File: config.mk
export PLATFORM = sky130hd
export DESIGN_NAME = ser_tx9
export DESIGN_NICKNAME = d
export VERILOG_FILES = /design/src/rtl/ser_tx9_pkg.sv /design/src/rtl/ser_tx9_baud.sv /design/src/rtl/ser_tx9_fsm.sv /design/src/rtl/ser_tx9.sv
export SDC_FILE = /design/constraint.sdc
export NUM_CORES = 1
export LEC_CHECK = 0
export ABC_AREA = 1
export BUFFER_PORTS_ARGS = -buffer_cell sky130_fd_sc_hd__buf_4
export CORE_ASPECT_RATIO = 0.6
export CORE_MARGIN = 2
export CORE_UTILIZATION = 45
export DETAILED_ROUTE_END_ITERATION = 10
export GPL_ROUTABILITY_DRIVEN = 0
export PLACE_DENSITY = 0.69
export SLEW_MARGIN = 40
export SYNTH_ARGS = -nofsm -noshare
export SYNTH_HDL_FRONTEND = slang
export SYNTH_HIERARCHICAL = 1
export SYNTH_SLANG_ARGS = --single-unit
File: constraint.sdc
create_clock -name clk -period 5.4 [get_ports clk]
set_input_delay 0.54 -clock clk [delete_from_list [all_inputs] [get_ports clk]]
set_output_delay 0.54 -clock clk [all_outputs]
set_load 0.005 [all_outputs]
File: src/rtl/ser_tx9_pkg.sv
package ser_tx9_pkg;

    typedef enum logic [2:0] {
        S_IDLE  = 3'd0,
        S_START = 3'd1,
        S_DATA  = 3'd2,
        S_NINTH = 3'd3,
        S_STOP  = 3'd4
    } tx_state_e;

    localparam int F_EN    = 0;
    localparam int F_NINE  = 1;
    localparam int F_D9    = 2;
    localparam int F_FAST  = 3;
    localparam int F_EMPTY = 4;
    localparam int F_SYNC  = 5;
    localparam int F_CLK   = 6;

endpackage

File: src/rtl/ser_tx9_baud.sv
module ser_tx9_baud #(
    parameter int DIV_W = 8
) (
    input  logic             clk,
    input  logic             rst_n,
    input  logic             run,
    input  logic [DIV_W-1:0] div,
    output logic             tick
);

    logic [DIV_W-1:0] cnt_q;
    logic             wrap;

    assign wrap = (cnt_q >= div);
    assign tick = run && wrap;

    always_ff @(posedge clk or negedge rst_n) begin
        if (!rst_n) begin
            cnt_q <= '0;
        end else if (!run || wrap) begin
            cnt_q <= '0;
        end else begin
            cnt_q <= cnt_q + 1'b1;
        end
    end

endmodule

File: src/rtl/ser_tx9_fsm.sv
module ser_tx9_fsm
    import ser_tx9_pkg::*;
#(
    parameter int DATA_W     = 8,
    parameter int FAST_TICKS = 16,
    parameter int SLOW_TICKS = 64
) (
    input  logic              clk,
    input  logic              rst_n,
    input  logic              tick,
    input  logic              en,
    input  logic              hold_full,
    input  logic [DATA_W-1:0] hold_data,
    input  logic              nine,
    input  logic              d9,
    input  logic              fast,
    output logic              load,
    output logic              txd,
    output logic              shift_empty,
    output logic              run
);

    localparam int TCNT_W = $clog2(SLOW_TICKS);
    localparam int BIT_W  = (DATA_W > 1) ? $clog2(DATA_W) : 1;
    localparam logic [TCNT_W-1:0] LAST_FAST = TCNT_W'(FAST_TICKS - 1);
    localparam logic [TCNT_W-1:0] LAST_SLOW = TCNT_W'(SLOW_TICKS - 1);
    localparam logic [BIT_W-1:0]  LAST_BIT  = BIT_W'(DATA_W - 1);

    tx_state_e         state_q, state_d;
    logic [TCNT_W-1:0] tcnt_q;
    logic [BIT_W-1:0]  bit_q;
    logic [DATA_W-1:0] sh_q;
    logic              nine_s, d9_s, fast_s;
    logic              bit_end;

    assign bit_end = tick && (tcnt_q == (fast_s ? LAST_FAST : LAST_SLOW));
    assign load    = (state_q == S_IDLE) && en && hold_full;

    // next-state selection
    always_comb begin
        state_d = state_q;
        unique case (state_q)
            S_IDLE:  if (load) state_d = S_START;
            S_START: if (bit_end) state_d = S_DATA;
            S_DATA:  if (bit_end && bit_q == LAST_BIT) state_d = nine_s ? S_NINTH : S_STOP;
            S_NINTH: if (bit_end) state_d = S_STOP;
            S_STOP:  if (bit_end) state_d = S_IDLE;
            default: state_d = S_IDLE;
        endcase
        if (state_q != S_IDLE && !en) state_d = S_IDLE;
    end

    // state register
    always_ff @(posedge clk or negedge rst_n) begin
        if (!rst_n) state_q <= S_IDLE;
        else        state_q <= state_d;
    end

    // shift register, tick and bit counters, sampled frame options
    always_ff @(posedge clk or negedge rst_n) begin
        if (!rst_n) begin
            tcnt_q <= '0;
            bit_q  <= '0;
            sh_q   <= '0;
            nine_s <= 1'b0;
            d9_s   <= 1'b0;
            fast_s <= 1'b0;
        end else if (load) begin
            tcnt_q <= '0;
            bit_q  <= '0;
            sh_q   <= hold_data;
            nine_s <= nine;
            d9_s   <= d9;
            fast_s <= fast;
        end else if (state_q != S_IDLE && tick) begin
            tcnt_q <= bit_end ? '0 : tcnt_q + 1'b1;
            if (bit_end && state_q == S_DATA) begin
                sh_q  <= sh_q >> 1;
                bit_q <= bit_q + 1'b1;
            end
        end
    end

    // outputs
    always_comb begin
        unique case (state_q)
            S_IDLE:  txd = 1'b1;
            S_START: txd = 1'b0;
            S_DATA:  txd = sh_q[0];
            S_NINTH: txd = d9_s;
            S_STOP:  txd = 1'b1;
            default: txd = 1'b1;
        endcase
        shift_empty = (state_q == S_IDLE);
        run         = (state_q != S_IDLE);
    end

endmodule

File: src/rtl/ser_tx9.sv
module ser_tx9
    import ser_tx9_pkg::*;
#(
    parameter int DIV_W      = 8,
    parameter int FAST_TICKS = 16,
    parameter int SLOW_TICKS = 64
) (
    input  logic             clk,
    input  logic             rst_n,
    input  logic             ctl_wr,
    input  logic [7:0]       ctl_wdata,
    output logic [7:0]       ctl_rdata,
    input  logic             data_wr,
    input  logic [7:0]       data_wdata,
    input  logic             div_wr,
    input  logic [DIV_W-1:0] div_wdata,
    output logic             txd
);

    localparam int DATA_W = 8;

    logic              en_q, nine_q, d9_q, fast_q, clksel_q;
    logic [DIV_W-1:0]  div_q;
    logic [DATA_W-1:0] hold_q;
    logic              hold_full_q;
    logic              tick, load, shift_empty, run;
    logic              unused_bits;

    assign unused_bits = ^{ctl_wdata[7], ctl_wdata[F_SYNC], ctl_wdata[F_EMPTY]};

    always_ff @(posedge clk or negedge rst_n) begin
        if (!rst_n) begin
            en_q     <= 1'b0;
            nine_q   <= 1'b0;
            d9_q     <= 1'b0;
            fast_q   <= 1'b0;
            clksel_q <= 1'b0;
        end else if (ctl_wr) begin
            en_q     <= ctl_wdata[F_EN];
            nine_q   <= ctl_wdata[F_NINE];
            d9_q     <= ctl_wdata[F_D9];
            fast_q   <= ctl_wdata[F_FAST];
            clksel_q <= ctl_wdata[F_CLK];
        end
    end

    always_ff @(posedge clk or negedge rst_n) begin
        if (!rst_n)      div_q <= '0;
        else if (div_wr) div_q <= div_wdata;
    end

    always_ff @(posedge clk or negedge rst_n) begin
        if (!rst_n) begin
            hold_q      <= '0;
            hold_full_q <= 1'b0;
        end else if (data_wr) begin
            hold_q      <= data_wdata;
            hold_full_q <= 1'b1;
        end else if (load) begin
            hold_full_q <= 1'b0;
        end
    end

    assign ctl_rdata = {1'b0, clksel_q, 1'b0, shift_empty, fast_q, d9_q, nine_q, en_q};

    ser_tx9_baud #(.DIV_W(DIV_W)) u_baud (
        .clk   (clk),
        .rst_n (rst_n),
        .run   (run),
        .div   (div_q),
        .tick  (tick)
    );

    ser_tx9_fsm #(
        .DATA_W     (DATA_W),
        .FAST_TICKS (FAST_TICKS),
        .SLOW_TICKS (SLOW_TICKS)
    ) u_fsm (
        .clk         (clk),
        .rst_n       (rst_n),
        .tick        (tick),
        .en          (en_q),
        .hold_full   (hold_full_q),
        .hold_data   (hold_q),
        .nine        (nine_q),
        .d9          (d9_q),
        .fast        (fast_q),
        .load        (load),
        .txd         (txd),
        .shift_empty (shift_empty),
        .run         (run)
    );

endmodule

==> results of run 1 <==
-- through the flow --
step / hold slack [ns] / power [mW] / utilization, % / worst slack [ns]
after floorplan: 0.244 / 0.893 / - / 3.50
after global placement: 0.457 / 0.977 / 49.8 / 2.90
after detailed placement: 0.461 / 0.993 / 49.8 / 2.85
after CTS: 0.277 / 1.28 / 51.7 / 2.82
after global routing: 0.303 / 1.38 / 51.7 / 2.51
final: 0.249 / 1.27 / 51.7 / 2.82
-- Yosys cell counts --
master	instances	area, sq um
nor2_1	23	86.3
a21o_1	1	7.51
nand3b_1	3	22.5
nor2_4	1	11.3
buf_1	1	3.75
conb_1	1	3.75
buf_2	2	10.0
xor2_1	4	35.0
nor3_2	1	10.0
o21ai_0	8	40.0
xnor2_1	2	17.5
nand3_2	1	10.0
buf_6	3	33.8
nand3_1	23	115
dfrtp_1	53	1330
inv_6	2	17.5
inv_2	3	11.3
a31oi_1	1	6.26
ha_1	12	150
buf_4	10	75.1
nor3_1	3	15.0
nor2_2	2	12.5
nand2_1	149	559
nand4_1	2	12.5
a21oi_1	9	45.0
nand2_2	1	6.26
inv_1	27	101
nand4_4	2	42.5
-- per-layer routing --
layer | part of all wire, % | vias to the layer above | wire length (um) | GRT usage (%)
li1 | - | 1126 | - | -
met5 | 0 | - | 0 | 0
met1 | 55 | 952 | 2830 | 24.9
met2 | 40 | 40 | 2050 | 24.8
met3 | 4.1 | 7 | 211 | 3.22
met4 | 1.3 | 0 | 68 | 5.10
-- registers in the layout, summed over array words and instances (netlist names), 3 cells and up --
name and count:
u_fsm/state_q 3, div_q 8, u_fsm/sh_q 8, hold_q 8, u_fsm/bit_q 3, u_fsm/tcnt_q 6, u_baud/cnt_q 8
-- cell families (layout without fill, tap and decap cells) --
group                    Yosys count  count (layout)
adder cells (fa/ha/maj)           12              12
AO/OA/AOI/OAI                     19              19
buffers and inverters             48              72
other                              1               2
XOR/XNOR                           6               6
AND/OR/NAND/NOR                  211             211
flip-flops                        53              53
-- layout make-up --
cell class / instances / area (sq um)
inverter: 32 / 130
fill: 588 / 2930
timing repair buffer: 32 / 240
sequential: 53 / 1330
tap: 84 / 105
clock inverter: 3 / 47.5
multi-input combinational: 250 / 1210
clock buffer: 5 / 68.8
-- power breakdown --
group          switching, mW  internal, mW  total (mW)
Clock                  0.142         0.142       0.283
Combinational          0.259         0.163       0.422
Sequential            0.0758         0.490       0.566
Total                  0.477         0.794        1.27
-- final timing paths --
path	slack, ns	end	cells after the start
min	0.25	div_q[0]	1
max in group asynchronous	4.71	div_q[5]	1
min reg2reg	0.48	div_q[1]	2
min in group clk	0.41	hold_q[4]	3
max	2.82	u_fsm/bit_q[2]	13
max reg2reg	2.82	u_fsm/bit_q[2]	13
==> results.toml, run 1 <==
[status]
status = "finished clean"

[routing]
vias = 2125
drt_wl_total_um = 5160
initialDrtViolationCount = 119
drc = 0
antenna_left = 0
wire_per_inst_um = 11.2
first_pass_iters = 4
viasPerCell = 4.63

[cts]
numClockSinks = 53
cts_tree = "yes"
cts_setup_buffers = 0
cts_root_buf = "clkbuf_8"
cts_max_level = 2
postCtsHoldBufs = 0
path_clk_slew_ns = 0.10
numCtsBuffers = 5
worstSkewPairLatency_ns = 0.32
clockBufferDepth = 2
post_cts_resized = 0

[timing]
hold_viol = 0
tns_ns = 0
max_freq_ghz = 0.388
min_period_ns = 2.58
period_share_pct = 47.8
slew_violations = 0
grt_setup_unrepaired = "false"
setup_viol = 0
fin_skew_ns = 0.0123
tightest_slew_ns = 0.661
slew_headroom_pct = 55.9

[critical_path]
worst_path_max_delay_cell = "dfrtp_1"
startpoint_type = "register"
critPathMaxFanout = 11
crit_family = "simple AND/OR/NAND/NOR gates"
cp_common_cell = "nand2_1"
endpoint_kind = "register"
crit_chain = "ha_1 -> nand2_1 -> nor2_1 -> nand2_1 -> nand3_1 -> nand2_1 -> inv_1 -> nand2_1 -> nor2_1 -> nand3_1 -> nand2_1 -> nor2_1 -> nor2_1"
max_stage_delay_ns = 0.45
critPathBufInv = 1
worstReg2RegStart = "u_baud/cnt_q[3]"
required_ns = 5.64
crit_path_start = "u_baud/cnt_q[3]"
path_class = "register to register"
crit_arrival_ns = 2.82

[pwr]
powerDensity_mw_per_mm2 = 406
power_leakage_nw = 1.71
ir_drop_uv = 209

[placement]
dp_hpwl_um = 3730
dp_cells = 451
placed_cell_area_sq_mm = 0.00301
io_buffers = 32

[logic_synthesis]
synth.area.mux_share_pct = 0
yosys_warnings = 6
synth_xor_xnor_area_share_pct = 1.89
synth_seq_area_share_pct = 47.6
synth_compound_gate_area_share_pct = 3.55
yosys.area_share.simple_pct = 32.4
synth-seq-cells = 53
synth_fa_ha_area_share_pct = 5.39
mappedNetlistArea_sq_mm = 0.00279
synthCells = 350
synth_cell_type_count = 28
synth_top_family_by_area = "simple AND/OR/NAND/NOR gates"
synth_area_per_cell_sq_um = 7.96

[die]
die_x_um = 106
io_pins = 38
dieArea_sq_mm = 0.00686
dieHeight_um = 65.0
core-area_sq_mm = 0.00606
num_rows = 22
start_util_pct = 46.0

[global_routing]
track_usage_pct = 16.8
grt_pass1_wl_um = 9170
antenna_found_initial = 0
grt_pass1_vias = 2013
grt_max_degree = 54
grt-ovfl-total = 0

[min_path]
min_path_type = "primary input to async pin"

[final_layout]
finalInstanceArea_sq_mm = 0.00313
final_cell_mix = "nand2_1, dfrtp_1, buf_4"
fin_nets = 415
area_delta_synth_final_pct = 12.3
fin_cells = 459
diodes = 0
layout_commonest_cell = "nand2_1"
drive_above_1_share_pct = 14.1

[run]
maxCapViolations = 0
No activity file was read; power rests on OpenSTA's default activity.
==> run 2: changes to the inputs <==
- ABC_AREA: 1 -> 0
- PLACE_DENSITY: 0.69 -> 0.71
- clock period: 5.4 -> 2.2 ns (I/O delays scaled with it)
==> run 2 against run 1 <==
  * The flow now finishes with violations (setup timing)
  * Area after synthesis is the same
  * Global-route usage grew 1.2 points
  * Die area is the same
  * Clock power grew 92%
  * First-iteration DRC count grew 1.7%
  * Count of clock-buffer cells in the layout is the same
  * Sequential share of layout area shrank 5.0 points
  * Critical endpoint is now u_fsm/sh_q[6]
  * Largest power group unchanged
  * Highest routed layer unchanged
==> results.toml, run 2 <==
[pwr]
ir_drop_uv = 477
powerDensity_mw_per_mm2 = 779
power_frac_seq_pct = 45.1
pwr-share-clk_pct = 19.6
intPower_mw = 1.90
p_sw_mw = 0.859
power_leakage_nw = 1.73
netSwitchingFraction_pct = 31.1
comb_power_share_pct = 35.2

[logic_synthesis]
synth_xor_xnor_area_share_pct = 1.89
synth-seq-cells = 53
yosys.area_share.simple_pct = 10.9
synth_edf_count = 0
mappedNetlistArea_sq_mm = 0.00279
synth_seq_area_share_pct = 47.6
synth_cell_type_count = 43
synth_area_per_cell_sq_um = 11.8
synth_fa_ha_area_share_pct = 5.39
yosys_warnings = 6
synthFlopType = "dfrtp_1"
synth_compound_gate_area_share_pct = 8.75
synth_top_family_by_area = "multiplexers"
synthTopCellsByArea = "dfrtp_1, mux2_4, mux2_2, ha_1, inv_1"
synth_top_area_share_pct = 47.6
synth_common_cells = "dfrtp_1, mux2_4, inv_1, mux2_2, nand2_1"
async_reset_ff_share_pct = 100
synth_top_area_cell = "dfrtp_1"
yosysMostFrequentCell = "dfrtp_1"
synthCells = 236
synth.area.mux_share_pct = 18.1

[global_routing]
grt_max_degree = 54
antenna_found_initial = 0
track_usage_pct = 18.0
met3_usage_pct = 4.83
grt_pass1_vias = 1925
met1_usage_pct = 27.2
met2_usage_pct = 25.5
grt-ovfl-total = 0
busiest_layer = "met1"
grt_pass1_wl_um = 9560

[timing]
layout_setup_ws_ns = -0.364
setup_viol = 19
hold_viol = 0
grt_setup_unrepaired = "true"
tightest_slew_ns = 0.650
max_freq_ghz = 0.390
fin_skew_ns = 0.00809
holdWs_ns = 0.141
slew_violations = 0
slew_headroom_pct = 56.7
period_share_pct = 117
min_period_ns = 2.56
tns_ns = -4.70

[die]
dieHeight_um = 65.0
dieArea_sq_mm = 0.00686
die_x_um = 106
start_util_pct = 46.0
core-area_sq_mm = 0.00606
num_rows = 22
io_pins = 38

[min_path]
min_path_cells = 2
hp-start = "data_wdata[6]"
min_path_type = "primary input to register"
whs_endpoint = "hold_q[6]"

[cts]
cts_max_level = 2
path_clk_slew_ns = 0.10
numClockSinks = 53
cts_tree = "yes"
clockBufferDepth = 2
cts_root_buf = "clkbuf_8"
worstSkewPairLatency_ns = 0.30
numCtsBuffers = 5

[critical_path]
reg2reg_depth = 10
max_stage_delay_ns = 0.44
critPathMaxFanout = 8
startpoint_type = "register"
crit_chain = "ha_4 -> o21a_1 -> a21oi_2 -> o31ai_2 -> and2_4 -> and4_4 -> o21ai_4 -> o31a_1 -> buf_6 -> mux2_4"
worst_path_max_delay_cell = "dfrtp_1"
crit_arrival_ns = 2.76
worstReg2RegStart = "u_baud/cnt_q[3]"
endpoint_kind = "register"
path_class = "register to register"
critPathBufInv = 1
crit_family = "compound AO/OA/AOI/OAI gates"
r2r_slack_ns = -0.36
rr_endpoint = "u_fsm/sh_q[6]"
required_ns = 2.39

[routing]
wire_per_inst_um = 15.5
vias = 1954
first_pass_iters = 4
antenna_left = 0
drc = 0
drt_wl_total_um = 5920
initialDrtViolationCount = 121
viasPerCell = 5.13

[final_layout]
fin_nets = 337
diodes = 0
final.fill_count = 494
fin_cells = 381
layout_commonest_cell = "buf_4"
area_delta_synth_final_pct = 27.2
drive_above_1_share_pct = 47.5
final_cell_mix = "buf_4, dfrtp_1, mux2_4"

[status]
status = "finished, violations left"
violations = "setup timing"

[placement]
dp_hpwl_um = 4060
dp_cells = 364
io_buffers = 32

[run]
maxCapViolations = 0
==> run 2: logic make-up after synthesis <==
logic type / count (synthesis)
AND/OR/NAND/NOR: 56
flip-flops: 53
multiplexers: 39
AO/OA/AOI/OAI: 35
buffers and inverters: 34
adder cells (fa/ha/maj): 12
XOR/XNOR: 6
other: 1
==> run 2: metrics by stage <==
stage	power, mW	utilization, %	setup WS [ns]	cell area [sq um]
final	2.76	58.6	-0.364	3550
after global routing	2.94	58.6	-0.438	3550
after global placement	2.06	53.4	-0.272	3230
after floorplan	1.86	-	-0.297	2820
after detailed placement	2.08	53.4	-0.339	3230
after CTS	2.70	56.5	-0.291	3420
==> run 2: power by group through the flow <==
stage	sequential (mW)	combinational [mW]	clock, mW
2_1_floorplan	1.22	0.637	0
3_3_place_gp	1.25	0.807	0
3_5_place_dp	1.26	0.825	0
4_1_cts	1.24	0.898	0.565
5_1_grt	1.27	1.06	0.607
6_report	1.25	0.974	0.542
==> run 2: cell type report <==
| class | instances | area, sq um | area share (%) |
|---|---|---|---|
| Clock buffer | 5 | 68.8 | 1.94 |
| Clock inverter | 3 | 21.3 | 0.600 |
| Inverter | 19 | 78.8 | 2.22 |
| Multi-Input combinational cell | 151 | 1430 | 40.3 |
| Sequential cell | 53 | 1330 | 37.4 |
| Tap cell | 84 | 105 | 2.96 |
| Timing Repair Buffer | 66 | 517 | 14.6 |
==> run 2: what timing repair did <==
| item | 4_1_cts | 5_1_grt |
|---|---|---|
| endpoints found under the hold margin | 53 | 0 |
| cloned | 1 | 0 |
| endpoints found under the setup margin | 19 | 20 |
| gates resized for setup | 13 | 26 |
| hold buffers | 1 | 0 |
| pin swaps | 12 | 13 |
| setup buffers | 5 | 3 |
==> run 2: worst max-delay path by stage <==
stage,from,end,slack [ns],depth (start not counted)
floorplan,u_baud/cnt_q[2],u_fsm/sh_q[1],-0.30,10
global placement,u_baud/cnt_q[3],u_fsm/state_q[2],-0.27,10
detailed placement,div_q[3],u_fsm/sh_q[6],-0.34,11
CTS,u_baud/cnt_q[2],u_fsm/sh_q[3],-0.29,10
global route,u_baud/cnt_q[3],u_fsm/sh_q[6],-0.44,10
finish,u_baud/cnt_q[3],u_fsm/sh_q[6],-0.36,10
==> run 2: layer usage <==
layer	vias to the layer above	wire [um]
li1	942	-
met1	963	2970
met2	45	2610
met3	4	293
met4	0	42
met5	-	0
